[src/rtl/brk_pkg.sv]
package brk_pkg;
  localparam int REG_AW = 4;
  localparam int NCH = 2;
  localparam int CH_A = 0;
  localparam int CH_B = 1;
  localparam logic [REG_AW-1:0] OFS_BAR_A = 4'h0;
  localparam logic [REG_AW-1:0] OFS_BAR_B = 4'h4;
  localparam logic [REG_AW-1:0] OFS_CTL = 4'h8;
  localparam int BIT_SEQ = 0;
  localparam int BIT_FA = 1;
  localparam int BIT_FB = 2;

  typedef struct packed {
    logic wr;
    logic keep_a;
    logic keep_b;
  } ctl_wr_t;
endpackage

[src/rtl/brk_regfile.sv]
module brk_regfile
  import brk_pkg::*;
#(
  parameter int ADDR_W = 32
) (
  input  logic                          clk,
  input  logic                          rst,
  input  logic                          cfg_wr,
  input  logic                          cfg_rd,
  input  logic [REG_AW-1:0]             cfg_addr,
  input  logic [ADDR_W-1:0]             cfg_wdata,
  output logic [ADDR_W-1:0]             cfg_rdata,
  input  logic                          flag_a,
  input  logic                          flag_b,
  output logic                          seq_mode,
  output ctl_wr_t                       ctl_wr,
  output logic [NCH-1:0][ADDR_W-1:0]    bar
);
  logic [ADDR_W-1:0] rd_mux;

  // Break addresses carry no reset, matching plain FPGA fabric registers.
  always_ff @(posedge clk) begin
    if (cfg_wr && cfg_addr == OFS_BAR_A) bar[CH_A] <= cfg_wdata;
    if (cfg_wr && cfg_addr == OFS_BAR_B) bar[CH_B] <= cfg_wdata;
  end

  always_ff @(posedge clk) begin
    if (rst)
      seq_mode <= 1'b0;
    else if (cfg_wr && cfg_addr == OFS_CTL)
      seq_mode <= cfg_wdata[BIT_SEQ];
  end

  always_comb begin
    ctl_wr.wr     = cfg_wr && (cfg_addr == OFS_CTL);
    ctl_wr.keep_a = cfg_wdata[BIT_FA];
    ctl_wr.keep_b = cfg_wdata[BIT_FB];
  end

  always_comb begin
    rd_mux = '0;
    unique case (cfg_addr)
      OFS_BAR_A: rd_mux = bar[CH_A];
      OFS_BAR_B: rd_mux = bar[CH_B];
      OFS_CTL: begin
        rd_mux[BIT_SEQ] = seq_mode;
        rd_mux[BIT_FA]  = flag_a;
        rd_mux[BIT_FB]  = flag_b;
      end
      default: rd_mux = '0;
    endcase
  end

  always_ff @(posedge clk) begin
    if (rst)
      cfg_rdata <= '0;
    else if (cfg_rd)
      cfg_rdata <= rd_mux;
  end
endmodule

[src/rtl/brk_match.sv]
module brk_match
  import brk_pkg::*;
#(
  parameter int ADDR_W = 32
) (
  input  logic                       mon_valid,
  input  logic [ADDR_W-1:0]          mon_addr,
  input  logic [NCH-1:0][ADDR_W-1:0] bar,
  output logic [NCH-1:0]             hit
);
  for (genvar ch = 0; ch < NCH; ch++) begin : g_ch
    assign hit[ch] = mon_valid && (mon_addr == bar[ch]);
  end
endmodule

[src/rtl/brk_seq.sv]
module brk_seq
  import brk_pkg::*;
(
  input  logic           clk,
  input  logic           rst,
  input  logic           seq_mode,
  input  logic [NCH-1:0] hit,
  input  ctl_wr_t        ctl_wr,
  output logic           flag_a,
  output logic           flag_b,
  output logic           seq_pend,
  output logic           brk_req
);
  logic fa_n, fb_n, pend_n, fire, armed;

  always_comb begin
    fa_n   = flag_a;
    fb_n   = flag_b;
    pend_n = seq_pend;
    fire   = 1'b0;
    armed  = !flag_a && !flag_b;
    if (ctl_wr.wr) begin
      fa_n = flag_a & ctl_wr.keep_a;
      fb_n = flag_b & ctl_wr.keep_b;
      if (!ctl_wr.keep_a) pend_n = 1'b0;
    end
    if (armed) begin
      if (!seq_mode) begin
        fire = |hit;
        fa_n = fa_n | hit[CH_A];
        fb_n = fb_n | hit[CH_B];
      end else if (seq_pend && hit[CH_B]) begin
        fire   = 1'b1;
        fa_n   = 1'b1;
        fb_n   = 1'b1;
        pend_n = 1'b0;
      end else if (hit[CH_A]) begin
        pend_n = 1'b1;
      end
    end
    if (!seq_mode) pend_n = 1'b0;
  end

  always_ff @(posedge clk) begin
    if (rst) begin
      flag_a   <= 1'b0;
      flag_b   <= 1'b0;
      seq_pend <= 1'b0;
      brk_req  <= 1'b0;
    end else begin
      flag_a   <= fa_n;
      flag_b   <= fb_n;
      seq_pend <= pend_n;
      brk_req  <= fire;
    end
  end
endmodule

[src/rtl/brk_pair_unit.sv]
module brk_pair_unit
  import brk_pkg::*;
#(
  parameter int ADDR_W = 32
) (
  input  logic              clk,
  input  logic              rst,
  input  logic              cfg_wr,
  input  logic              cfg_rd,
  input  logic [REG_AW-1:0] cfg_addr,
  input  logic [ADDR_W-1:0] cfg_wdata,
  output logic [ADDR_W-1:0] cfg_rdata,
  input  logic              mon_valid,
  input  logic [ADDR_W-1:0] mon_addr,
  output logic              brk_req
);
  logic [NCH-1:0][ADDR_W-1:0] bar;
  logic [NCH-1:0]             hit;
  logic                       seq_mode, flag_a, flag_b, seq_pend;
  ctl_wr_t                    ctl_wr;

  brk_regfile #(.ADDR_W(ADDR_W)) u_regs (
    .clk(clk), .rst(rst), .cfg_wr(cfg_wr), .cfg_rd(cfg_rd),
    .cfg_addr(cfg_addr), .cfg_wdata(cfg_wdata), .cfg_rdata(cfg_rdata),
    .flag_a(flag_a), .flag_b(flag_b), .seq_mode(seq_mode),
    .ctl_wr(ctl_wr), .bar(bar)
  );

  brk_match #(.ADDR_W(ADDR_W)) u_match (
    .mon_valid(mon_valid), .mon_addr(mon_addr), .bar(bar), .hit(hit)
  );

  brk_seq u_seq (
    .clk(clk), .rst(rst), .seq_mode(seq_mode), .hit(hit), .ctl_wr(ctl_wr),
    .flag_a(flag_a), .flag_b(flag_b), .seq_pend(seq_pend), .brk_req(brk_req)
  );
endmodule

[config.mk]
export PLATFORM = sky130hd
export DESIGN_NAME = brk_pair_unit
export DESIGN_NICKNAME = d
export VERILOG_FILES = /design/src/rtl/brk_pkg.sv /design/src/rtl/brk_regfile.sv /design/src/rtl/brk_match.sv /design/src/rtl/brk_seq.sv /design/src/rtl/brk_pair_unit.sv
export SDC_FILE = /design/constraint.sdc
export NUM_CORES = 1
export LEC_CHECK = 0
export ABC_AREA = 1
export BUFFER_PORTS_ARGS = -buffer_cell sky130_fd_sc_hd__buf_2
export CAP_MARGIN = 20
export CORE_UTILIZATION = 45
export CTS_CLUSTER_SIZE = 25
export DETAILED_ROUTE_END_ITERATION = 10
export GPL_ROUTABILITY_DRIVEN = 0
export GPL_TIMING_DRIVEN = 0
export MAX_ROUTING_LAYER = met4
export PLACE_DENSITY = 0.69
export SLEW_MARGIN = 20
export SYNTH_ARGS = -nofsm -noshare
export SYNTH_HDL_FRONTEND = slang
export SYNTH_HIERARCHICAL = 1
export SYNTH_SLANG_ARGS = --single-unit
export TNS_END_PERCENT = 30
[constraint.sdc]
create_clock -name clk -period 4.95 [get_ports clk]
set_clock_uncertainty 0.05 [all_clocks]
set_input_delay 0.7425 -clock clk [delete_from_list [all_inputs] [get_ports clk]]
set_output_delay 0.7425 -clock clk [all_outputs]
set_load 0.1 [all_outputs]
==> results.md <==
### Critical path
- **length in cells of the worst reg-to-reg path** 13
- **kind of end point of the critical path** register
- **Data arrival, critical path** 2180 ps
- **slowest cell on the critical path** sky130_fd_sc_hd__nor4_2
- **cell-by-cell trace of the critical path** buf_2, inv_1, nand2_1, nor4_2, buf_2, buf_2, buf_2
- **family with the most delay on the worst path** buffers and inverters
- **peak fanout along the critical path** 8
- **critical path depth** 7
- **number of buffer and inverter stages on the critical path** 5
- **critical path type** in2reg
- **Worst EP required** 4970 ps
- **type of origin of the critical path** input port
- **most frequent cell on the critical path** sky130_fd_sc_hd__buf_2
- **maximum single-stage delay on the critical path** 320 ps

### Global route
- **GR peak layer** met2
- **grt met1 use** 30.84%
- **vias in the first global route** 4317
- **global routing usage on met3** 3.995%
- **GRT Overall Usage** 24.91%
- **GR met2 Demand/Resource** 41.61%
- **first-pass GRT wire length** 20.63 mm
- **maximum number of pins on one net before global-route repair** 17
- **Remaining Overflow, GRT** 0
- **initial antenna violation count** 1

### Clock tree
- **CTS Root Cell** sky130_fd_sc_hd__clkbuf_8
- **number of clock buffers inserted by TritonCTS** 9
- **number of buffers added to fix hold violations after cts** 0
- **clock transition time at the flip-flop clock pins of the worst setup and hold paths** 90 ps
- **setup bufs post-CTS** 0
- **sink count of the clock tree** 101
- **clock latency at the later pin of the worst-skew pair** 370 ps
- **CTS tree** done
- **buffer depth of the longest clock path** 2
- **H-Tree Level Count** 3
- **cells resized by post-CTS repair** 0

### Timing
- **final period demand of the worst path** 2161 ps
- **final worst path period share** 43.66%
- **slew at the pin closest to its max-slew limit** 625.6 ps
- **worst setup slack after layout** 2789 ps
- **setup repair after global routing missed its margin** no
- **upper clock frequency limit** 462.7 MHz
- **Final setup viols** 0
- **endpoints failing hold** 0
- **fin. max-slew vios** 0
- **Max-slew headroom** 58.29%

### Yosys
- **portion of the post-synthesis area used by sequential elements** 53.27%
- **number of nets in the synthesized netlist** 731
- **number of unique standard cell types used by synthesis** 25
- **fraction of the mapped netlist area in adder cells** 0%
- **total of warnings raised by yosys** 6
- **post-synthesis register bit count** 101
- **number of instances in the synthesized netlist** 658
- **Synth Area in Compound Gates** 2.353%
- **synthesized area per cell** 7.597 µm²
- **largest family of logic cells by synthesized area** simple AND/OR/NAND/NOR gates
- **Netlist Area Pre-Place** 4999 µm²
- **post-synthesis simple-gate area fraction** 31.49%
- **xor-xnor portion of the synthesized cell area** 2.804%
- **portion of netlist area occupied by mux cells** 0%

### Detailed routing
- **vias post-DR** 4479
- **number of DRC markers after the initial detailed-route iteration** 383
- **first-pass detailed-route iteration total** 8
- **overall routed net length** 13.49 mm
- **WL/cell** 14.52 µm
- **post-route DRC violation count** 2
- **average vias per placed instance** 4.821
- **remaining number of nets flagged by the antenna check after routing** 0

### Floorplan
- **full die area** 11530 µm²
- **number of top-level pins** 106
- **FP Rows** 38
- **horizontal die dimension** 107.4 µm
- **floorplan core area** 10840 µm²
- **Die Span Y** 107.4 µm
- **Initial Utilization** 46.11%

### Final layout
- **design area** 6012 µm²
- **commonest non-fill, non-tap cell in the layout** sky130_fd_sc_hd__nand2_1
- **area delta synth->final** 20.28%
- **most frequent cells in the layout** 233 x sky130_fd_sc_hd__nand2_1, 113 x sky130_fd_sc_hd__buf_2, 102 x sky130_fd_sc_hd__inv_1
- **count of placed standard cells in the final layout, fillers left out** 929
- **NumNets Final** 856
- **share of layout cells above drive strength 1** 18.65%
- **end-of-flow core utilization** 55.46%

### Power
- **worst-case vdd ir drop** 0.0001416 V
- **ratio of total power to cell area** 307.3 nW/µm²
- **leakage power total** 3.035 nW

### Place
- **Cells after DPL** 912
- **IO Port Bufs** 104
- **post-detail-place hpwl** 10.57 mm
- **Post-DP Area** 5762 µm²
- **pre-CTS WS** 2437 ps

### Job
- **number of violations of the max-capacitance limit** 0

### Worst hold path
- **depth of the worst hold-timing path** 2
- **worst hold-check path type** reg2reg

### Run status
- **result of the run** complete, but fails checks
- **failing checks** DRC

-- Yosys cell counts, drive strengths merged --
library cell	count	area, µm²
nor4	2	12.51
buf	8	57.55
a21oi	8	40.04
inv	107	401.6
xor2	6	52.55
edfxtp	64	1922
o21ai	11	55.05
xnor2	10	87.58
dfxtp	37	740.7
clkbuf	11	41.29
o211ai	3	22.52
nand3	48	240.2
or2	3	18.77
nor2	101	381.6
nor3	5	46.30
clkinv	1	3.750
nand2	233	874.6
-- cell type report --
class,count,area (µm²)
inverters,108,405.4
repair buffers,114,575.6
flip-flops and latches,101,2663
well taps,140,175.2
multi-input cells,430,1844
clock inverters,6,110.1
clock buffers,10,137.6
plain buffers,19,98.84
fillers,1025,4828
diodes,1,2.502
-- worst paths after layout --
path	startpoint	endpoint	slack (ps)
hold / removal	u_regs/cfg_rdata[2]$_SDFFE_PP0P_	u_regs/cfg_rdata[2]$_SDFFE_PP0P_	430
setup / recovery	cfg_addr[1]	u_regs/bar[36]$_DFFE_PP_	2790
setup reg to reg	u_regs/bar[18]$_DFFE_PP_	u_seq/flag_a$_SDFF_PP0_	3230
hold reg to reg	u_regs/cfg_rdata[2]$_SDFFE_PP0P_	u_regs/cfg_rdata[2]$_SDFFE_PP0P_	430
-- state kept, by name (all words and copies together) (netlist names) --
name	cells
u_seq/flag_a	1
u_seq/seq_pend	1
u_regs/seq_mode	1
u_seq/flag_b	1
u_regs/cfg_rdata	32
u_regs/bar	64
u_seq/brk_req	1
-- kinds of logic (layout without fill, tap and decap cells) --
kind of cell | count (synthesis) | after routing
other | 0 | 1
AO/OA/AOI/OAI | 22 | 22
XOR/XNOR | 16 | 16
AND/OR/NAND/NOR | 392 | 392
flip-flops | 101 | 101
buffers and inverters | 127 | 257
-- layer usage --
metal	vias to the layer above	share of wire [%]
li1	2253	-
met1	2042	44
met2	162	47
met3	22	5.9
met4	0	2.3
met5	-	0
-- worst reg2reg max path: stages (launching register included) --
cell and delay, ps:
sky130_fd_sc_hd__edfxtp_1 430, sky130_fd_sc_hd__nand2_1 90, sky130_fd_sc_hd__nand2_1 80, sky130_fd_sc_hd__nor2_1 130, sky130_fd_sc_hd__nand2_1 80, sky130_fd_sc_hd__nor2_1 100, sky130_fd_sc_hd__nand3_1 90, sky130_fd_sc_hd__nor2_1 190
sky130_fd_sc_hd__inv_1 60, sky130_fd_sc_hd__nor2_1 90, sky130_fd_sc_hd__nand2_1 70, sky130_fd_sc_hd__nand2_1 90, sky130_fd_sc_hd__nand2_1 70, sky130_fd_sc_hd__nand2_1 50
-- report_power, final --
part	internal, mW	total (mW)	switching, mW	leakage (nW)
Sequential	0.918	0.932	0.0140	0.882
Clock	0.349	0.634	0.286	0.120
Combinational	0.0740	0.281	0.207	2.03
Total	1.34	1.85	0.507	3.04
-- stage by stage --
| stage | hold slack (ps) | TNS (ps) | total power, mW |
|---|---|---|---|
| floorplan | 397.3 | 0 | 1.140 |
| detailed placement | 421.2 | 0 | 1.230 |
| CTS | 434.2 | 0 | 1.854 |
| global route | 449.5 | 0 | 1.911 |
| global placement | 407.4 | -96750 | 1.223 |
| finish | 425.6 | 0 | 1.847 |
Note: power is estimated with default switching activity, not from simulation.
